[src/rtl/leap_pkg.sv]
package leap_pkg;
   // Largest legal code in one decimal digit
   localparam int BCD_MAX = 9;

   typedef struct packed {
      logic leap;
      logic div4;
      logic div100;
      logic div400;
      logic bcd_error;
   } leap_res_t;
endpackage

[src/rtl/bcd_digit_check.sv]
module bcd_digit_check
   import leap_pkg::*;
#(
   parameter int DIGIT_W = 4
) (
   input  logic [DIGIT_W-1:0] digit,
   output logic               invalid
);
   if (DIGIT_W < 4) begin : g_bad_width
      $error("bcd_digit_check: DIGIT_W must be at least 4");
   end

   assign invalid = (digit > DIGIT_W'(BCD_MAX));
endmodule

[src/rtl/bcd_pair_div4.sv]
// Decides whether the two-digit number (tens, ones) is a multiple of 4.
// 100 is itself a multiple of 4, so only 10*t + o matters, and 10*t mod 4
// is 0 for an even t and 2 for an odd t. Only legal BCD codes are assumed.
module bcd_pair_div4 (
   input  logic       tens_lsb,
   input  logic [1:0] ones_low,
   output logic       div4
);
   always_comb begin
      if (tens_lsb)
         div4 = (ones_low == 2'b10);
      else
         div4 = (ones_low == 2'b00);
   end
endmodule

[src/rtl/leap_core.sv]
module leap_core
   import leap_pkg::*;
#(
   parameter int DIGITS  = 4,
   parameter int DIGIT_W = 4
) (
   input  logic [DIGITS*DIGIT_W-1:0] year,
   output leap_res_t                 res
);
   localparam int LOW_W = 2 * DIGIT_W;

   // Digit slots: 0 ones, 1 tens, 2 hundreds, 3 thousands
   localparam int ONES = 0;
   localparam int TENS = 1;
   localparam int HUND = 2;
   localparam int THOU = 3;

   logic [DIGITS-1:0] digit_bad;
   logic              low_pair4;
   logic              high_pair4;
   logic              low_zero;
   logic              raw_leap;

   for (genvar gi = 0; gi < DIGITS; gi++) begin : g_digit
      bcd_digit_check #(.DIGIT_W(DIGIT_W)) u_check (
         .digit   (year[gi*DIGIT_W +: DIGIT_W]),
         .invalid (digit_bad[gi])
      );
   end

   bcd_pair_div4 u_low_pair (
      .tens_lsb (year[TENS*DIGIT_W]),
      .ones_low (year[ONES*DIGIT_W +: 2]),
      .div4     (low_pair4)
   );

   bcd_pair_div4 u_high_pair (
      .tens_lsb (year[THOU*DIGIT_W]),
      .ones_low (year[HUND*DIGIT_W +: 2]),
      .div4     (high_pair4)
   );

   assign low_zero = ~|year[LOW_W-1:0];
   assign raw_leap = (low_pair4 & ~low_zero) | (high_pair4 & low_zero);

   always_comb begin
      res.div4      = low_pair4;
      res.div100    = low_zero;
      res.div400    = high_pair4 & low_zero;
      res.bcd_error = |digit_bad;
      res.leap      = raw_leap & ~(|digit_bad);
   end
endmodule

[src/rtl/bcd_leap_detect.sv]
module bcd_leap_detect
   import leap_pkg::*;
#(
   parameter int DIGITS    = 4,
   parameter int DIGIT_W   = 4,
   parameter bit REG_STAGE = 1'b1
) (
   input  logic                      clk,
   input  logic                      rst_n,
   input  logic                      in_valid,
   input  logic [DIGITS*DIGIT_W-1:0] year_bcd,
   output logic                      out_valid,
   output logic                      leap,
   output logic                      div4,
   output logic                      div100,
   output logic                      div400,
   output logic                      bcd_error
);
   if (DIGITS != 4) begin : g_bad_digits
      $error("bcd_leap_detect: the rule needs exactly four digits");
   end
   if (DIGIT_W != 4) begin : g_bad_dw
      $error("bcd_leap_detect: BCD digits are four bits wide");
   end

   leap_res_t core_res;
   leap_res_t out_res;

   leap_core #(.DIGITS(DIGITS), .DIGIT_W(DIGIT_W)) u_core (
      .year (year_bcd),
      .res  (core_res)
   );

   if (REG_STAGE) begin : g_reg
      leap_res_t res_q;
      logic      valid_q;

      always_ff @(posedge clk or negedge rst_n) begin
         if (!rst_n) begin
            res_q   <= '0;
            valid_q <= 1'b0;
         end else begin
            valid_q <= in_valid;
            if (in_valid)
               res_q <= core_res;
         end
      end

      assign out_res   = res_q;
      assign out_valid = valid_q;


      capture_valid_chk: assert property (@(posedge clk) disable iff (!rst_n)
         in_valid |=> out_valid);


      idle_hold_chk: assert property (@(posedge clk) disable iff (!rst_n)
         !in_valid |=> (!out_valid && $stable(leap) && $stable(bcd_error) && $stable(div4)));
   end else begin : g_comb
      assign out_res   = core_res;
      assign out_valid = in_valid;
   end

   assign leap      = out_res.leap;
   assign div4      = out_res.div4;
   assign div100    = out_res.div100;
   assign div400    = out_res.div400;
   assign bcd_error = out_res.bcd_error;


   error_forces_low_chk: assert property (@(posedge clk) disable iff (!rst_n)
      bcd_error |-> !leap);


   century_is_div4_chk: assert property (@(posedge clk) disable iff (!rst_n)
      div100 |-> div4);


   div400_parts_chk: assert property (@(posedge clk) disable iff (!rst_n)
      div400 |-> (div100 && div4));


   plain_century_chk: assert property (@(posedge clk) disable iff (!rst_n)
      (div100 && !div400) |-> !leap);
endmodule

[config.mk]
export PLATFORM = sky130hd
export DESIGN_NAME = bcd_leap_detect
export DESIGN_NICKNAME = d
export VERILOG_FILES = /design/src/rtl/leap_pkg.sv /design/src/rtl/bcd_digit_check.sv /design/src/rtl/bcd_pair_div4.sv /design/src/rtl/leap_core.sv /design/src/rtl/bcd_leap_detect.sv
export SDC_FILE = /design/constraint.sdc
export NUM_CORES = 1
export LEC_CHECK = 0
export ABC_AREA = 1
export BUFFER_PORTS_ARGS = -buffer_cell sky130_fd_sc_hd__clkbuf_2
export CAP_MARGIN = 20
export CELL_PAD_IN_SITES_DETAIL_PLACEMENT = 1
export CELL_PAD_IN_SITES_GLOBAL_PLACEMENT = 1
export CORE_MARGIN = 2
export CORE_UTILIZATION = 22
export CTS_BUF_LIST = sky130_fd_sc_hd__clkbuf_8 sky130_fd_sc_hd__clkbuf_16
export CTS_CLUSTER_SIZE = 10
export DETAILED_ROUTE_END_ITERATION = 10
export PLACE_DENSITY_LB_ADDON = 0.1
export RECOVER_POWER = 25
export SLEW_MARGIN = 20
export SYNTH_ARGS = -nofsm -noshare
export SYNTH_HDL_FRONTEND = slang
export SYNTH_HIERARCHICAL = 1
export SYNTH_SLANG_ARGS = --single-unit
[constraint.sdc]
create_clock -name clk -period 0.8 [get_ports clk]
set_input_delay 0.16 -clock clk [delete_from_list [all_inputs] [get_ports clk]]
set_output_delay 0.16 -clock clk [all_outputs]
set_load 0.01 [all_outputs]
==> flow_metrics.env, run 1 <==
export IMPL_clock_fmax_mhz=1130
export IMPL_cts_root_buf="clkbuf_8"
export IMPL_drive_gt1_frac=0.402
export IMPL_violations="negative setup slack"
export IMPL_finalHoldViolCount=0
export IMPL_rsz0062_at_grt="true"
export IMPL_first_global_vias=422
export IMPL_power_density_mw_per_mm2=1540
export IMPL_worst_setup_path_start_kind="flip-flop"
export IMPL_num_vias=441
export IMPL_cts_buffers_inserted=3
export IMPL_cpMaxStageDelayCell="dfrtp_1"
export IMPL_layout_common_cells="clkbuf_2, nand2_1, nor2_1"
export IMPL_die_y_microns=46.5
export IMPL_cp_data_required_time_ns=0.64
export IMPL_status="complete, but fails checks"
export IMPL_final_common_cell="clkbuf_2"
export IMPL_cap_violations=0
export IMPL_syn_num_nets=81
export IMPL_end_kind="primary output"
export IMPL_setup_viol=6
export IMPL_clk_path_buf_depth=2
export IMPL_cts_sinks=6
export IMPL_n_antenna_cell=0
export IMPL_critPathKind="reg2out"
export IMPL_cp_depth=1
export IMPL_clock_latency_ns=0.22
export IMPL_leakagePower_nw=0.375
export IMPL_first_pass_iters=4
export IMPL_ys_types=12
export IMPL_holdPathStages=1
export IMPL_coreArea_sq_mm=0.00171
export IMPL_critPathArrivalTime_ns=0.72
export IMPL_fin_ws_ns=-0.0839
export IMPL_num_io_pins=25
export IMPL_die_area_sq_mm=0.00216
export IMPL_cp_num_buf_inv=1
export IMPL_grtUsageTotal=0.112
export IMPL_reg2regPathDepth=3
export IMPL_period_minus_slack_ns=0.884
export IMPL_finalNetCount=113
export IMPL_dp_hpwl_microns=862
export IMPL_grt_ovfl_total=0
export IMPL_yosysSeqAreaShare=0.379
export IMPL_max_slew_margin=0.781
export IMPL_grt_max_degree=8
export IMPL_syn_area_sq_um=397
export IMPL_cpLargestDelayFamily="flip-flops"
export IMPL_die_w_microns=46.5
export IMPL_ys_seq_elements=6
export IMPL_gp_congestion=0.692
export IMPL_antenna_found_initial=0
export IMPL_tightest_slew_ns=0.329
export IMPL_antenna_left=0
export IMPL_yosysWarnings=6
export IMPL_path_max_fanout=2
export IMPL_hold_path_class="in2reg"
export IMPL_cp_slowest_stage_delay_ns=0.36
export IMPL_tritoncts="done"
export IMPL_fin_crit_sh=1.10
export IMPL_syn_to_final_growth_pct=54.3
export IMPL_io_buffers=24
export IMPL_rows=15
export IMPL_clk_pin_slew_worst_paths_ns=0.04
export IMPL_grt_pass1_wl_microns=1640
export IMPL_syn_inst=62
export IMPL_synth_avg_cell_area_sq_um=6.40
export IMPL_postLayoutCoreUtil=0.358
export IMPL_initial_utilization=0.232
export IMPL_initialDrtViolationCount=3
export IMPL_fin_skew_ns=0
export IMPL_wl_per_cell_microns=8.16
export IMPL_totalWireLength_microns=955
export IMPL_finalMaxSlewViolations=0
export IMPL_crit_chain="buf_2"
export IMPL_power_mw=0.939
export IMPL_h_tree_depth=1
export IMPL_routed_via_density=3.77
export IMPL_worst_ir_drop_vdd_v=0.000393
export IMPL_drc=0
-- through the flow --
stage / worst slack, ns / instance area [sq um] / TNS, ns / hold WS, ns / cells
after global placement: -0.136 / 541 / -0.239 / -0.00496 / 110
after CTS: -0.0856 / 607 / -0.461 / 0.154 / 116
after floorplan: 0.0243 / 397 / 0 / -0.136 / 62
after global routing: -0.115 / 612 / -0.623 / 0.214 / 117
after detailed placement: -0.173 / 541 / -0.306 / -0.00443 / 110
final: -0.0839 / 612 / -0.425 / 0.193 / 117
-- report_power, final --
part | total, mW | leakage (nW) | switching [mW] | internal (mW)
combinational | 0.168 | 0.275 | 0.0878 | 0.0805
sequential | 0.325 | 0.0777 | 0.00592 | 0.319
clock | 0.446 | 0.0216 | 0.123 | 0.323
total | 0.939 | 0.375 | 0.217 | 0.722
-- logic make-up (layout without fill, tap and decap cells) --
kind of cell,count (synthesis),count (layout),share of synthesized area
flip-flops,6,6,0.379
AND/OR/NAND/NOR,42,42,0.454
buffers and inverters,12,42,0.132
AO/OA/AOI/OAI,2,2,0.0347
-- flip-flops by register name (all words and copies together), names as in the netlist --
register	flops
bcd_error	1
div100	1
div400	1
div4	1
out_valid	1
leap	1
-- worst paths after layout --
path	from	to	slack (ns)
worst max-delay path	leap	leap	-0.08
worst min-delay path	in_valid	out_valid	0.19
worst max register to register	leap	leap	0.10
worst min register to register	div4	div4	0.48
max in group asynchronous	rst_n	div100	0.21
min in group asynchronous	rst_n	out_valid	0.34
-- layer usage --
| layer | vias up | GRT usage | wire (microns) |
|---|---|---|---|
| met3 | 0 | 0.0353 | 74 |
| met1 | 185 | 0.113 | 364 |
| li1 | 239 | - | - |
| met4 | 0 | 0.0686 | 0 |
| met2 | 17 | 0.197 | 516 |
| met5 | - | 0 | 0 |
-- what timing repair did --
item                                   CTS  global route
setup buffers                            2             1
pin swaps                                0             0
gates cloned                             0             0
gates resized for setup                  0             1
endpoints found under the hold margin    6             0
hold buffers                             1             0
setup endpoints to repair                6             6
-- final cells by class --
type                    count  area [sq um]
clock buffers               3          41.3
fillers                   237          1100
inverters                  10          37.5
multi-input cells          44           194
flip-flops and latches      6           150
well taps                  25          31.3
repair buffers             29           158
-- synth_stat cells, drive strengths merged --
library cell	n	area, sq um
a21oi	1	8.76
buf	2	15.0
dfrtp	6	150
inv	10	37.5
nand2	23	93.8
nand3	2	10.0
nor2	17	76.3
o21ai	1	5.00
Note: power is estimated with default switching activity, not from simulation.
==> run 2: changes to the inputs <==
Settings changed: CAP_MARGIN 20 to not set, CELL_PAD_IN_SITES_DETAIL_PLACEMENT 1 to not set, CELL_PAD_IN_SITES_GLOBAL_PLACEMENT 1 to not set, CORE_AREA set to 2 2 39 41, CORE_MARGIN 2 to not set, CORE_UTILIZATION 22 to not set, DIE_AREA set to 0 0 41 43, PLACE_DENSITY_LB_ADDON 0.1 to not set.
Clock period 0.8 ns to 1.02 ns, I/O delays scaled along.
==> flow_metrics.env, run 2 (synthesis gave the netlist of run 1 again) <==
export IMPL_num_vias=436
export IMPL_worst_setup_path_start_kind="flip-flop"
export IMPL_tightest_slew_ns=0.301
export IMPL_cts_resized=0
export IMPL_period_minus_slack_ns=0.930
export IMPL_p_sw_mw=0.167
export IMPL_drive_gt1_frac=0.375
export IMPL_rows=14
export IMPL_gp_congestion=0.669
export IMPL_ctsHoldBuffers=1
export IMPL_holdPathStages=1
export IMPL_tritoncts="done"
export IMPL_cp_data_required_time_ns=0.82
export IMPL_finalSetupTns_ns=0
export IMPL_reg2regPathDepth=2
export IMPL_antenna_left=0
export IMPL_grt_ovfl_total=0
export IMPL_grtUsageTotal=0.107
export IMPL_cap_violations=0
export IMPL_cts_root_buf="clkbuf_8"
export IMPL_dp_slack_ns=0.0228
export IMPL_finalNetCount=109
export IMPL_initialDrtViolationCount=5
export IMPL_syn_to_final_growth_pct=43.8
export IMPL_clk_pin_slew_worst_paths_ns=0.03
export IMPL_clk_path_buf_depth=2
export IMPL_whs_endpoint="out_valid"
export IMPL_leakagePower_nw=0.353
export IMPL_critPathKind="reg2out"
export IMPL_die_w_microns=41
export IMPL_fin_crit_sh=0.912
export IMPL_initial_utilization=0.287
export IMPL_path_max_fanout=2
export IMPL_layout_common_cells="clkbuf_2, nand2_1, nor2_1"
export IMPL_hold_path_class="in2reg"
export IMPL_n_antenna_cell=0
export IMPL_first_global_vias=351
export IMPL_antenna_found_initial=0
export IMPL_cp_num_buf_inv=1
export IMPL_dp_hpwl_microns=688
export IMPL_grt_max_degree=8
export IMPL_coreArea_sq_mm=0.00138
export IMPL_clock_fmax_mhz=1070
export IMPL_fin_skew_ns=0
export IMPL_first_pass_iters=3
export IMPL_p_int_mw=0.558
export IMPL_cpLargestDelayFamily="flip-flops"
export IMPL_status="completed"
export IMPL_p_seq_frac=0.352
export IMPL_p_clk_frac=0.485
export IMPL_max_slew_margin=0.799
export IMPL_multi_input_area_sq_um=194
export IMPL_fin_ws_ns=0.0896
export IMPL_cts_buffers_inserted=3
export IMPL_grt_pass1_wl_microns=1240
export IMPL_power_mw=0.725
export IMPL_h_tree_depth=1
export IMPL_finalHoldViolCount=0
export IMPL_die_y_microns=43
export IMPL_drc=0
export IMPL_final_common_cell="clkbuf_2"
export IMPL_cts_sinks=6
export IMPL_crit_chain="clkbuf_2"
export IMPL_wl_per_cell_microns=7.38
export IMPL_clock_latency_ns=0.22
export IMPL_timing_rr_start="leap"
export IMPL_finalMaxSlewViolations=0
export IMPL_min_delay_start="in_valid"
export IMPL_power_density_mw_per_mm2=1270
export IMPL_cp_slowest_stage_delay_ns=0.37
export IMPL_seq_area_sq_um=150
export IMPL_r2r_setup_slack_ns=0.43
export IMPL_totalWireLength_microns=767
export IMPL_worst_ir_drop_vdd_v=0.000577
export IMPL_combPwrFrac=0.163
export IMPL_io_buffers=24
export IMPL_rsz0062_at_grt="false"
export IMPL_swShare=0.231
export IMPL_reg2reg_to="leap"
export IMPL_end_kind="primary output"
export IMPL_cpMaxStageDelayCell="dfrtp_1"
export IMPL_setup_viol=0
export IMPL_num_io_pins=25
export IMPL_critPathArrivalTime_ns=0.73
export IMPL_die_area_sq_mm=0.00176
export IMPL_routed_via_density=4.19
export IMPL_fillers=149
export IMPL_post_cts_buffers=0
[run 2: changes by cell type in the layout (fill, tap and decap cells not counted)]
cell / change
buf_4: -4
buf_2: -1
clkbuf_2: +1
[run 2: power groups by stage]
stage                     Combinational [mW]  Clock (mW)  Sequential, mW
after detailed placement               0.119           0           0.258
after global placement                 0.116           0           0.258
after global routing                   0.138       0.374           0.257
after CTS                              0.122       0.362           0.255
after floorplan                       0.0509           0           0.264
final                                  0.118       0.351           0.255
[run 2: worst max-delay path by stage]
stage | start | to | slack (ns) | depth (start not counted)
after floorplan | year_bcd[5] | leap | 0.20 | 7
after global placement | year_bcd[1] | leap | 0.05 | 8
after detailed placement | year_bcd[1] | leap | 0.02 | 8
after CTS | leap | leap | 0.09 | 1
after global routing | leap | leap | 0.06 | 1
final | leap | leap | 0.09 | 1
[run 2: final cells by class]
type                    count  share of cell area
well taps                  16              0.0351
inverters                  10              0.0658
multi-input cells          44               0.340
clock buffers               3              0.0724
flip-flops and latches      6               0.263
repair buffers             25               0.224
[run 2: metal layers]
layer,track usage,vias up,share of wire
met2,0.156,18,0.50
li1,-,233,-
met5,0,-,0
met3,0.0157,2,0.090
met4,0.100,0,0.035
met1,0.125,183,0.37
[run 2: metrics by stage]
| step | utilization | cell area (sq um) | hold slack (ns) | instances |
|---|---|---|---|---|
| after floorplan | - | 397 | -0.0916 | 62 |
| after global placement | 0.377 | 522 | 0.0353 | 100 |
| after detailed placement | 0.377 | 522 | 0.0331 | 100 |
| after CTS | 0.414 | 573 | 0.183 | 104 |
| after global routing | 0.412 | 571 | 0.244 | 104 |
| final | 0.412 | 571 | 0.223 | 104 |
